$ cat src/rtl/wdt_pkg.sv
package wdt_pkg;
  localparam int CNT_W = 14;
  localparam int RATIO_W = 8;

  function automatic logic [CNT_W-1:0] reload_of(input logic [1:0] sel);
    case (sel)
      2'b00:   reload_of = CNT_W'(14'h03FF);
      2'b01:   reload_of = CNT_W'(14'h0FFF);
      2'b10:   reload_of = CNT_W'(14'h1FFF);
      default: reload_of = CNT_W'(14'h3FFF);
    endcase
  endfunction

  function automatic logic [RATIO_W-1:0] ratio_of(input logic [1:0] sel);
    case (sel)
      2'b00:   ratio_of = RATIO_W'(2);
      2'b01:   ratio_of = RATIO_W'(16);
      2'b10:   ratio_of = RATIO_W'(128);
      default: ratio_of = RATIO_W'(16);
    endcase
  endfunction
endpackage

$ cat src/rtl/wdt_prescaler.sv
module wdt_prescaler #(
  parameter int PRE_W = 7
) (
  input  logic             clk,
  input  logic             rst,
  input  logic             advance,
  input  logic [PRE_W-1:0] ratio_m1,
  output logic             tick
);
  logic [PRE_W-1:0] pre_q;

  assign tick = advance && (pre_q >= ratio_m1);

  always_ff @(posedge clk) begin
    if (rst)          pre_q <= '0;
    else if (tick)    pre_q <= '0;
    else if (advance) pre_q <= pre_q + 1'b1;
  end
endmodule

$ cat src/rtl/wdt_kick_seq.sv
module wdt_kick_seq #(
  parameter int DATA_W = 8
) (
  input  logic              clk,
  input  logic              rst,
  input  logic              strobe,
  input  logic [DATA_W-1:0] data,
  output logic              kick
);
  localparam logic [DATA_W-1:0] ARM_CODE  = '0;
  localparam logic [DATA_W-1:0] FIRE_CODE = '1;

  logic armed_q;

  assign kick = strobe && armed_q && (data == FIRE_CODE);

  always_ff @(posedge clk) begin
    if (rst)         armed_q <= 1'b0;
    else if (strobe) armed_q <= (data == ARM_CODE);
  end
endmodule

$ cat src/rtl/wdt_downcount.sv
module wdt_downcount #(
  parameter int CNT_W = 14
) (
  input  logic             clk,
  input  logic             rst,
  input  logic             tick,
  input  logic             kick,
  input  logic [CNT_W-1:0] reload,
  output logic [CNT_W-1:0] count,
  output logic             uflow
);
  assign uflow = tick && !kick && (count <= CNT_W'(1));

  always_ff @(posedge clk) begin
    if (rst || kick || uflow) count <= reload;
    else if (tick)            count <= count - 1'b1;
  end
endmodule

$ cat src/rtl/watchdog_unit.sv
module watchdog_unit
  import wdt_pkg::*;
#(
  parameter int DATA_W = 8,
  parameter int PRE_W  = 7
) (
  input  logic              clk,
  input  logic              rst,
  input  logic              hold_cfg,
  input  logic [1:0]        src_sel,
  input  logic [1:0]        ufl_sel,
  input  logic              act_irq,
  input  logic              lso_tick,
  input  logic              sleep_wait,
  input  logic              sleep_stop,
  input  logic              wr_en,
  input  logic              wr_addr,
  input  logic [DATA_W-1:0] wr_data,
  output logic [CNT_W-1:0]  count_o,
  output logic              irq_o,
  output logic              rst_req_o
);
  localparam logic [1:0] SRC_SLOW = 2'b11;

  logic running_q;
  logic slow_src, halted, advance, tick, kick, uflow, kick_wr;
  logic [RATIO_W-1:0] ratio;
  logic [PRE_W-1:0]   ratio_m1;

  assign slow_src = (src_sel == SRC_SLOW);
  assign halted   = !slow_src && (sleep_wait || sleep_stop);
  assign advance  = running_q && !halted && (slow_src ? lso_tick : 1'b1);
  assign ratio    = ratio_of(src_sel);
  assign ratio_m1 = PRE_W'(ratio - 1'b1);
  assign kick_wr  = wr_en && !wr_addr && running_q;

  always_ff @(posedge clk) begin
    if (rst)                 running_q <= !hold_cfg;
    else if (wr_en && wr_addr) running_q <= 1'b1;
  end

  wdt_prescaler #(.PRE_W(PRE_W)) u_pre (
    .clk(clk), .rst(rst), .advance(advance), .ratio_m1(ratio_m1), .tick(tick)
  );

  wdt_kick_seq #(.DATA_W(DATA_W)) u_seq (
    .clk(clk), .rst(rst), .strobe(kick_wr), .data(wr_data), .kick(kick)
  );

  wdt_downcount #(.CNT_W(CNT_W)) u_cnt (
    .clk(clk), .rst(rst), .tick(tick), .kick(kick),
    .reload(reload_of(ufl_sel)), .count(count_o), .uflow(uflow)
  );

  always_ff @(posedge clk) begin
    if (rst) begin
      irq_o     <= 1'b0;
      rst_req_o <= 1'b0;
    end else begin
      irq_o     <= uflow && act_irq;
      rst_req_o <= uflow && !act_irq;
    end
  end
endmodule

$ cat config.mk
export PLATFORM = sky130hd
export DESIGN_NAME = watchdog_unit
export DESIGN_NICKNAME = d
export VERILOG_FILES = /design/src/rtl/wdt_pkg.sv /design/src/rtl/wdt_prescaler.sv /design/src/rtl/wdt_kick_seq.sv /design/src/rtl/wdt_downcount.sv /design/src/rtl/watchdog_unit.sv
export SDC_FILE = /design/constraint.sdc
export NUM_CORES = 1
export LEC_CHECK = 0
export ABC_AREA = 1
export ABC_CLOCK_PERIOD_IN_PS = 6400
export BUFFER_PORTS_ARGS = -buffer_cell sky130_fd_sc_hd__buf_4
export CAP_MARGIN = 0
export CELL_PAD_IN_SITES_DETAIL_PLACEMENT = 0
export CELL_PAD_IN_SITES_GLOBAL_PLACEMENT = 1
export CORE_MARGIN = 2
export CORE_UTILIZATION = 41
export CTS_CLUSTER_SIZE = 40
export DETAILED_ROUTE_END_ITERATION = 10
export PLACE_DENSITY_LB_ADDON = 0.15
export SYNTH_ARGS = -nofsm -noshare
export SYNTH_HDL_FRONTEND = slang
export SYNTH_SLANG_ARGS = --single-unit
$ cat constraint.sdc
create_clock -name clk -period 6.4 [get_ports clk]
set_input_delay 1.28 -clock clk [delete_from_list [all_inputs] [get_ports clk]]
set_output_delay 1.28 -clock clk [all_outputs]
set_load 0.02 [all_outputs]
==> metrics, run 1 <==
outcome=completed; Slew HR=0.569; CTS Buf Count=3; Syn Area/Cell=7.36 sq um; Multi-input gate area=838 sq um; Placer Congestion=0.752; post-DP HPWL=2550 um; period utilization=0.475; DRT antenna net count=0; Bufs and invs on worst path=3; WS Path Type=in2reg; cells along the critical path=buf_4 > inv_1 > nand2_1 > ha_1 > nand2_1 > nor2_1 > nand3_1 > nor2_1 > nor2_1 > nor2_2 > inv_1 > nand2_1; library cells used by synthesis=24; CTS resizes=0; VDD IR max=0.142 mV; Lkg Pwr=0.000927 uW; most frequent cells in the layout=nand2_1, buf_4, inv_1; Die Wd=67.0 um; postcts setup bufs=0; Post-Route WL=3220 um; Synth Cell Area=0.00163 sq mm; endpoints failing hold=0; core area=0.00374 sq mm; RSZ-0062 raised after global routing=no; startpoint types=primary input; fin area=0.00201 sq mm; initial antenna violation count=0; hold wc startpoint=u_pre.pre_q[3]; Final min period=3.04 ns; H-tree depth reported by CTS=1; All-Layer GR Usage=0.160; Port Buffer Count=36; Ys Warns=0; initial core utilization=0.434; drt pass-1 iters=4; CTS tree=yes; number of global-route vias before repair=1296; Diodes inserted=0; initial DRC count=66; max-slew violation count=0; placed cell areas=0.00196 sq mm; CP endpoint kind=flop; commonest non-fill, non-tap cell in the layout=nand2_1; highest clock rate=329 MHz; sequential area share after synthesis=0.400; DRC violations left=0; Hold Crit Endpoint=u_pre.pre_q[3]; Clock Tree Buf Depth=2; drt wl/cell=10.4 um; GR Overflow Total=0; final net count=290; Reg2Reg Setup Slack=4.30 ns; layout cells sized above 1=0.211; CTS root buffer=clkbuf_8; site row count=22; slowest stage cell, crit path=nand2_1; Fill cells=382; setup TNS=0 ns; Cell Pwr Density=164 mW/mm^2; final total power=329 uW; FF-to-FF Start=u_pre.pre_q[5]; largest net degree at the start of global routing=16; CP top delay family=simple AND/OR/NAND/NOR gates; via count=1398; clk_skew=0.00860 ns; I/O Pins=37; Mapped Nets=249; Cells on Worst Hold Path=2; vias per inst=4.52; # clock sinks=25; first-pass GRT wire length=5540 um; CP max FO=14; clock slew at reported path FFs=0.10 ns; die span in y=67.0 um; P&R area growth vs syn=23.3%; die area=0.00449 sq mm; CP required=6.31 ns; Max Cap Viol=0; Syn Inst Count=221; Worst path max stage delay=0.46 ns; hold buffer count at CTS=0; R2R depth=9; clock latency on the worst-skew pair=0.28 ns; Arr. time, crit path=2.95 ns; HP Class=reg2reg; Final Setup Violations=0; Slew @ Worst Pin=0.644 ns; worst reg2reg path endpoint=u_cnt.count[13]; Sequential Area=651 sq um; Synth Register Bits=25
## final cells by class
| type | count | share of cell area |
|---|---|---|
| Multi-Input combinational cell | 160 | 0.418 |
| Sequential cell | 25 | 0.324 |
| Timing Repair Buffer | 36 | 0.135 |
| Inverter | 36 | 0.0686 |
| Tap cell | 48 | 0.0299 |
| Clock buffer | 3 | 0.0206 |
| Clock inverter | 1 | 0.00374 |
## synth_stat cells
cell type | number | area, sq um
nand2_1 | 65 | 244
inv_1 | 34 | 128
nor2_1 | 27 | 101
edfxtp_1 | 15 | 450
nand3_1 | 14 | 70.1
dfxtp_1 | 10 | 200
xor2_1 | 9 | 78.8
a21oi_1 | 8 | 40.0
ha_1 | 7 | 87.6
nor2_2 | 7 | 43.8
nor3_1 | 4 | 20.0
xnor2_1 | 4 | 35.0
nand4_1 | 3 | 18.8
nand2_4 | 2 | 22.5
nor4_1 | 2 | 12.5
o21ai_0 | 2 | 10.0
a31oi_1 | 1 | 6.26
inv_2 | 1 | 3.75
inv_4 | 1 | 6.26
nand2_2 | 1 | 6.26
nand3b_1 | 1 | 7.51
nor2_4 | 1 | 11.3
o21ai_4 | 1 | 16.3
or2_2 | 1 | 6.26
## kinds of logic after synthesis
kind of cell	count (synthesis)	share of synthesized area
AO/OA/AOI/OAI	12	0.0446
XOR/XNOR	13	0.0700
buffers and inverters	36	0.0846
adder cells (fa/ha/maj)	7	0.0538
AND/OR/NAND/NOR	128	0.347
flip-flops	25	0.400
## worst max path at each step
stage	to	cells past startpoint	from	slack, ns
2_1_floorplan	u_cnt.count[0]	11	src_sel[0]	3.43
3_3_place_gp	u_cnt.count[10]	12	src_sel[0]	3.07
3_5_place_dp	u_cnt.count[11]	12	src_sel[0]	3.04
4_1_cts	u_cnt.count[11]	12	src_sel[0]	3.34
5_1_grt	u_cnt.count[13]	12	src_sel[0]	3.15
6_report	u_cnt.count[13]	12	src_sel[0]	3.36
## state kept, by name, summed over array words and instances (netlist names)
name           cells
u_cnt.count       14
u_pre.pre_q        7
irq_o              1
rst_req_o          1
running_q          1
u_seq.armed_q      1
## power breakdown
part	leakage [uW]	internal [uW]	switching, uW
Sequential	0.000206	176	4.77
Combinational	0.000699	21.7	27.8
Clock	0.0000217	44.2	53.8
## per-stage QoR
step / setup WS, ns / hold slack [ns] / util / std cells
3_3_place_gp: 3.07 / 0.490 / 0.523 / 305
2_1_floorplan: 3.43 / 0.466 / - / 221
4_1_cts: 3.34 / 0.507 / 0.536 / 309
6_report: 3.36 / 0.509 / 0.536 / 309
5_1_grt: 3.15 / 0.556 / 0.536 / 309
3_5_place_dp: 3.04 / 0.489 / 0.523 / 305
## layer usage
metal / global-route usage / vias up / part of all wire
met5: 0 / - / 0
met4: 0.0306 / 0 / 0.0043
met3: 0.0389 / 2 / 0.041
met2: 0.264 / 23 / 0.43
met1: 0.213 / 601 / 0.52
li1: - / 772 / -
## worst reg2reg max path: cells and delay by family, from the launching register on
family / cells / cell delay, ns
adders and majority gates: 1 / 0.31
DFF: 1 / 0.37
buffers and inverters: 1 / 0.08
and+or+nand+nor: 7 / 0.98
Power figures use the tool's default switching activity.
==> run 2, diff against run 1 <==
--- a/config.mk
+++ b/config.mk
@@ -5,14 +5,14 @@
 export SDC_FILE = /design/constraint.sdc
 export NUM_CORES = 1
 export LEC_CHECK = 0
-export ABC_AREA = 1
-export ABC_CLOCK_PERIOD_IN_PS = 6400
+export ABC_AREA = 0
+export ABC_CLOCK_PERIOD_IN_PS = 3170
 export BUFFER_PORTS_ARGS = -buffer_cell sky130_fd_sc_hd__buf_4
 export CAP_MARGIN = 0
 export CELL_PAD_IN_SITES_DETAIL_PLACEMENT = 0
 export CELL_PAD_IN_SITES_GLOBAL_PLACEMENT = 1
 export CORE_MARGIN = 2
-export CORE_UTILIZATION = 41
+export CORE_UTILIZATION = 39
 export CTS_CLUSTER_SIZE = 40
 export DETAILED_ROUTE_END_ITERATION = 10
 export PLACE_DENSITY_LB_ADDON = 0.15
==> constraint.sdc (replaced) <==
create_clock -name clk -period 3.17 [get_ports clk]
set_input_delay 0.634 -clock clk [delete_from_list [all_inputs] [get_ports clk]]
set_output_delay 0.634 -clock clk [all_outputs]
set_load 0.02 [all_outputs]
==> run 2 against run 1 <==
  * Synthesized area down 13%
  * Setup slack worse by 2.8 ns
  * Design area down 12%
  * Cell count down 26%
  * Non-clock buffer count up 2
  * Sequential power up 100%
  * Critical path depth down 3
  * First-iteration DRC count down 42%
  * Sequential share of layout area up 4.4 points
  * Synthesized cell count down 34%
  * Global-route usage down 1.2 points
  * Largest cell class unchanged
==> metrics, run 2 <==
initial antenna violation count=0 (unchanged); commonest cells in the netlist=nor2_1, nand2_1, edfxtp_1; CP required=3.25 ns (-3.06 ns); Slew @ Worst Pin=0.458 ns (-0.186 ns); Lkg Pwr=0.000676 uW (-27%); largest net degree at the start of global routing=15 (-1); CP max FO=8 (-6); Ys Warns=0 (unchanged); Max Cap Viol=0 (unchanged); startpoint types=primary input; postcts setup bufs=0 (unchanged); library cells used by synthesis=33 (+38%); clk_skew=0.0109 ns (+0.00226 ns); DRC violations left=0 (unchanged); Synth Cell Area=0.00142 sq mm (-13%); Synth Register Bits=25 (unchanged); initial core utilization=0.415 (-0.0195); endpoints failing hold=0 (unchanged); period utilization=0.835; GR Overflow Total=0 (unchanged); Post-Route WL=2790 um (-13%); fin cells=230 (-26%); Biggest register=u_cnt.count; Fill cells=343 (-10%); die area=0.00413 sq mm (-7.9%); first-pass GRT wire length=4890 um (-12%); number of enable flip-flop cells after synthesis=15 (unchanged); Port Buffer Count=36 (unchanged); Cell Pwr Density=332 mW/mm^2 (+100%); count leader, synth=nor2_1; asr flop ratio synth=0 (unchanged); die span in y=64.3 um (-4.0%); clock slew at reported path FFs=0.13 ns (+0.03 ns); Syn Inst Count=145 (-34%); core area=0.00342 sq mm (-8.8%); Clock Tree Buf Depth=2 (unchanged); hold buffer count at CTS=0 (unchanged); drt wl/cell=12.1 um (+16%); WS Path Type=in2reg; All-Layer GR Usage=0.148 (-0.0116); drt pass-1 iters=4 (unchanged); setup TNS=0 ns (unchanged); Mapped Nets=173 (-31%); RSZ-0062 raised after global routing=no; Regs by FF count=u_cnt.count x14, u_pre.pre_q x7; CP endpoint kind=flop; worst hold margin=0.478 ns (-0.0309 ns); Diodes inserted=0 (unchanged); outcome=completed; VDD IR max=0.197 mV (+39%); dpl cells=226 (-26%); layout cells sized above 1=0.250 (+0.0393); # clock sinks=25 (unchanged); commonest non-fill, non-tap cell in the layout=buf_4; final total power=588 uW (+79%); CTS Buf Count=3 (unchanged); P&R area growth vs syn=24.7%; Final min period=2.65 ns; Placer Congestion=0.779 (+3.7%); area share of the largest cell type after synthesis=0.318 (+0.0408); Syn Area/Cell=9.78 sq um (+33%); H-tree depth reported by CTS=1 (unchanged); Arr. time, crit path=2.73 ns (-0.22 ns); highest clock rate=378 MHz; I/O Pins=37 (unchanged); CTS tree=yes; clock latency on the worst-skew pair=0.32 ns (+0.04 ns); CTS root buffer=clkbuf_4; HP Class=in2reg; Die Wd=64.3 um (-4.0%); most frequent cells in the layout=buf_4, nor2_1, nand2_1; DRT antenna net count=0 (unchanged); top_reg_cell synth=edfxtp_1; post-DP HPWL=2210 um (-13%); number of global-route vias before repair=1140 (-12%); synth top area cells=edfxtp_1, dfxtp_1, ha_1, nor2_1, xor2_1; vias per inst=5.04 (+11%); final net count=213 (-27%); initial DRC count=38 (-42%); Largest register FFs=14 (unchanged); site row count=21 (-4.5%); sequential area share after synthesis=0.459 (+0.0590); max-slew violation count=0 (unchanged); Final Setup Violations=0 (unchanged); via count=1159 (-17%); largest area contributor in the netlist=edfxtp_1; CTS resizes=0 (unchanged); Slew HR=0.693 (+0.124)
[run 2: changes by cell type after synthesis, moves of 4 or more]
cell and delta:
nor2_1 -5, nand2b_1 +4, a21oi_1 -6, xnor2_1 +4
inv_1 -31, nand3_1 -9, mux2i_1 +4, nor2_2 -7
nand2_1 -45
[run 2: path summary, 6_finish.rpt]
path                          end  slack [ns]           start  depth (start not counted)
setup / recovery  u_cnt.count[12]        0.52      src_sel[0]                          9
hold / removal          rst_req_o        0.48         act_irq                          2
setup reg to reg  u_cnt.count[12]        0.78  u_pre.pre_q[6]                          7
hold reg to reg     u_seq.armed_q        0.52   u_seq.armed_q                          2
[run 2: final cells by class]
type                    instances  area, sq um  area share
clock buffers                   3         22.5      0.0127
clock inverters                 1         5.00     0.00283
inverters                       3         11.3     0.00637
multi-input cells             114          736       0.416
flip-flops and latches         25          651       0.368
well taps                      46         57.6      0.0326
repair buffers                 38          285       0.161
[run 2: report_power, final]
| part | leakage (uW) | switching, uW | total [uW] | internal (uW) |
|---|---|---|---|---|
| Combinational | 0.000453 | 39.7 | 81.3 | 41.6 |
| Sequential | 0.000205 | 10.0 | 365 | 355 |
| Clock | 0.0000177 | 94.4 | 142 | 47.2 |
[run 2: logic make-up (layout without fill, tap and decap cells)]
| logic type | after synthesis | count (layout) | synth area share |
|---|---|---|---|
| AO/OA/AOI/OAI | 10 | 10 | 0.0477 |
| XOR/XNOR | 17 | 17 | 0.105 |
| adder cells (fa/ha/maj) | 7 | 7 | 0.0618 |
| buffers and inverters | 6 | 45 | 0.0221 |
| flip-flops | 25 | 25 | 0.459 |
| multiplexers | 5 | 5 | 0.0388 |
| AND/OR/NAND/NOR | 75 | 75 | 0.266 |
[run 2: worst max-delay path, stage by stage]
cell,delay [ns]
buf_4,0.13
nand2b_1,0.17
ha_1,0.32
nand3_1,0.09
or4b_1,0.47
a31oi_1,0.17
nor2_1,0.11
o21a_1,0.30
mux2_4,0.33
[run 2: metal layers]
layer / track usage / share of wire / vias up
met4: 0.0479 / 0.013 / 0
li1: - / - / 592
met3: 0.0211 / 0.028 / 4
met1: 0.165 / 0.42 / 542
met2: 0.285 / 0.54 / 21
met5: 0 / 0 / -
[run 2: metrics by stage]
stage / instance area (sq um) / setup slack (ns) / util
after floorplan: 1420 / 0.460 / -
after global placement: 1740 / 0.237 / 0.510
after detailed placement: 1740 / 0.166 / 0.510
after CTS: 1770 / 0.522 / 0.518
after global routing: 1770 / 0.363 / 0.518
final: 1770 / 0.523 / 0.518
==> run 3, diff against run 2 <==
--- a/config.mk
+++ b/config.mk
@@ -6,7 +6,7 @@
 export NUM_CORES = 1
 export LEC_CHECK = 0
 export ABC_AREA = 0
-export ABC_CLOCK_PERIOD_IN_PS = 3170
+export ABC_CLOCK_PERIOD_IN_PS = 2500
 export BUFFER_PORTS_ARGS = -buffer_cell sky130_fd_sc_hd__buf_4
 export CAP_MARGIN = 0
 export CELL_PAD_IN_SITES_DETAIL_PLACEMENT = 0
==> constraint.sdc (replaced) <==
create_clock -name clk -period 2.5 [get_ports clk]
set_input_delay 0.5 -clock clk [delete_from_list [all_inputs] [get_ports clk]]
set_output_delay 0.5 -clock clk [all_outputs]
set_load 0.02 [all_outputs]
==> run 3 against run 2 <==
  * Core utilization increased by 2.2 points
  * Total power increased by 31%
  * Sequential share of layout area decreased by 1.5 points
  * Sequential cell count unchanged
  * Design area increased by 4.2%
  * Critical path depth unchanged
  * Sequential power increased by 27%
  * Cell count increased by 3.5%
  * Highest routed layer unchanged
  * Critical path type unchanged
  * Global-route usage increased by 0.34 points
  * Register-to-register slack got worse by 0.56 ns
==> metrics, run 3 (synthesized netlist as in run 2, its figures left out) <==
first-pass GRT wire length=4980 um (+2.0%); drt pass-1 iters=2 (-2); Fill cells=327 (-4.7%); initial core utilization=0.415 (unchanged); core area=0.00342 sq mm (unchanged); period utilization=0.948; CTS Buf Count=3 (unchanged); Multi-input gate area=736 sq um (unchanged); fin area=0.00184 sq mm (+4.2%); commonest non-fill, non-tap cell in the layout=buf_4; most frequent cells in the layout=buf_4, nor2_1, nand2_1; final net count=221 (+3.8%); Port Buffer Count=36 (unchanged); clock latency on the worst-skew pair=0.33 ns (about the same); I/O Pins=37 (unchanged); highest clock rate=422 MHz; placed cell areas=0.00181 sq mm (+4.2%); slowest stage cell, crit path=or4b_1; via count=1185 (+2.2%); die area=0.00413 sq mm (unchanged); die span in y=64.3 um (unchanged); H-tree depth reported by CTS=1 (unchanged); max-slew violation count=0 (unchanged); dpl ws=-0.208 ns (-0.374 ns); Die Wd=64.3 um (unchanged); Bufs and invs on worst path=1 (unchanged); Final Setup Violations=0 (unchanged); drt wl/cell=11.9 um (-1.6%); DRT antenna net count=0 (unchanged); dpl cells=234 (+3.5%); DRC violations left=0 (unchanged); Regs by FF count=u_cnt.count x14, u_pre.pre_q x7; CTS root buffer=clkbuf_4; Worst path max stage delay=0.49 ns (+0.02 ns); Slew @ Worst Pin=0.453 ns (-0.00489 ns); largest net degree at the start of global routing=16 (+1); CP max FO=4 (-4); Arr. time, crit path=2.46 ns (-0.27 ns); cells along the critical path=buf_4 > nand2b_1 > ha_1 > nand3_1 > or4b_1 > a31oi_1 > nor2_1 > o21a_1 > mux2_4; RSZ-0062 raised after global routing=no; setup TNS=0 ns (unchanged); initial DRC count=25 (-34%); outcome=completed; postcts setup bufs=0 (unchanged); site row count=21 (unchanged); Post-Route WL=2840 um (+1.8%); Lkg Pwr=0.000714 uW (+5.7%); fin cells=238 (+3.5%); layout cells sized above 1=0.281 (+0.0313); Sequential Area=651 sq um (unchanged); CP endpoint kind=flop; Slew HR=0.695 (+0.00283); CP top delay family=simple AND/OR/NAND/NOR gates; WS Path Type=in2reg; clock slew at reported path FFs=0.16 ns (+0.03 ns); GR Overflow Total=0 (unchanged); All-Layer GR Usage=0.152 (+0.00344); P&R area growth vs syn=30.0%; CTS resizes=0 (unchanged); startpoint types=primary input; # clock sinks=25 (unchanged); fin worst setup slack=0.130 ns (-0.393 ns); Placer Congestion=0.763 (-2.2%); number of global-route vias before repair=1168 (+2.5%); VDD IR max=0.304 mV (+54%); Max Cap Viol=0 (unchanged); vias per inst=4.98 (-1.2%); Largest register FFs=14 (unchanged); HP Class=in2reg; endpoints failing hold=0 (unchanged); CTS tree=yes; post-DP HPWL=2230 um (+1.1%); initial antenna violation count=0 (unchanged); Cell Pwr Density=418 mW/mm^2 (+26%); Biggest register=u_cnt.count; Diodes inserted=0 (unchanged); Clock Tree Buf Depth=2 (unchanged); clk_skew=0.0147 ns (+0.00386 ns); Final Util=0.540 (+0.0220); CP required=2.59 ns (-0.66 ns); Final min period=2.37 ns; hold buffer count at CTS=0 (unchanged)
## run 3: cell types whose count changed in the layout (fill, tap and decap cells not counted), sizes merged
cell / change
clkinv: -1
buf: +8
clkinvlp: +1
## run 3: worst reg2reg max path, stage by stage, from the launching register on
cell     delay [ns]
dfxtp_1        0.36
ha_1           0.30
nand3_1        0.10
or4b_1         0.49
a31oi_1        0.18
nor2_1         0.09
o21a_1         0.22
mux2_4         0.30
## run 3: power by group
| part | switching (uW) | internal [uW] |
|---|---|---|
| combinational | 53.0 | 62.1 |
| sequential | 12.7 | 450 |
| clock | 132 | 61.2 |
| total | 198 | 573 |
## run 3: path summary, 6_finish.rpt
kind,start,slack (ns),endpoint,depth (start not counted)
max reg2reg,u_pre.pre_q[6],0.22,u_cnt.count[12],7
min reg2reg,u_seq.armed_q,0.51,u_seq.armed_q,2
max,src_sel[0],0.13,u_cnt.count[12],9
min,act_irq,0.32,rst_req_o,2
## run 3: per-layer routing
metal | GRT usage | vias up | share of wire
met2 | 0.307 | 16 | 0.55
met5 | 0 | - | 0
met3 | 0.0317 | 2 | 0.026
met4 | 0.0319 | 0 | 0.0046
met1 | 0.157 | 558 | 0.42
li1 | - | 609 | -
## run 3: stage by stage
step	total power, uW	hold slack, ns
floorplan	524	0.457
global placement	584	0.479
detailed placement	588	0.489
CTS	779	0.319
global route	812	0.311
finish	771	0.323
## run 3: area by class of cell
class | instances | area share
clock buffers | 3 | 0.0122
clock inverters | 1 | 0.00407
inverters | 3 | 0.00611
multi-input cells | 114 | 0.399
flip-flops and latches | 25 | 0.353
well taps | 46 | 0.0312
repair buffers | 46 | 0.194
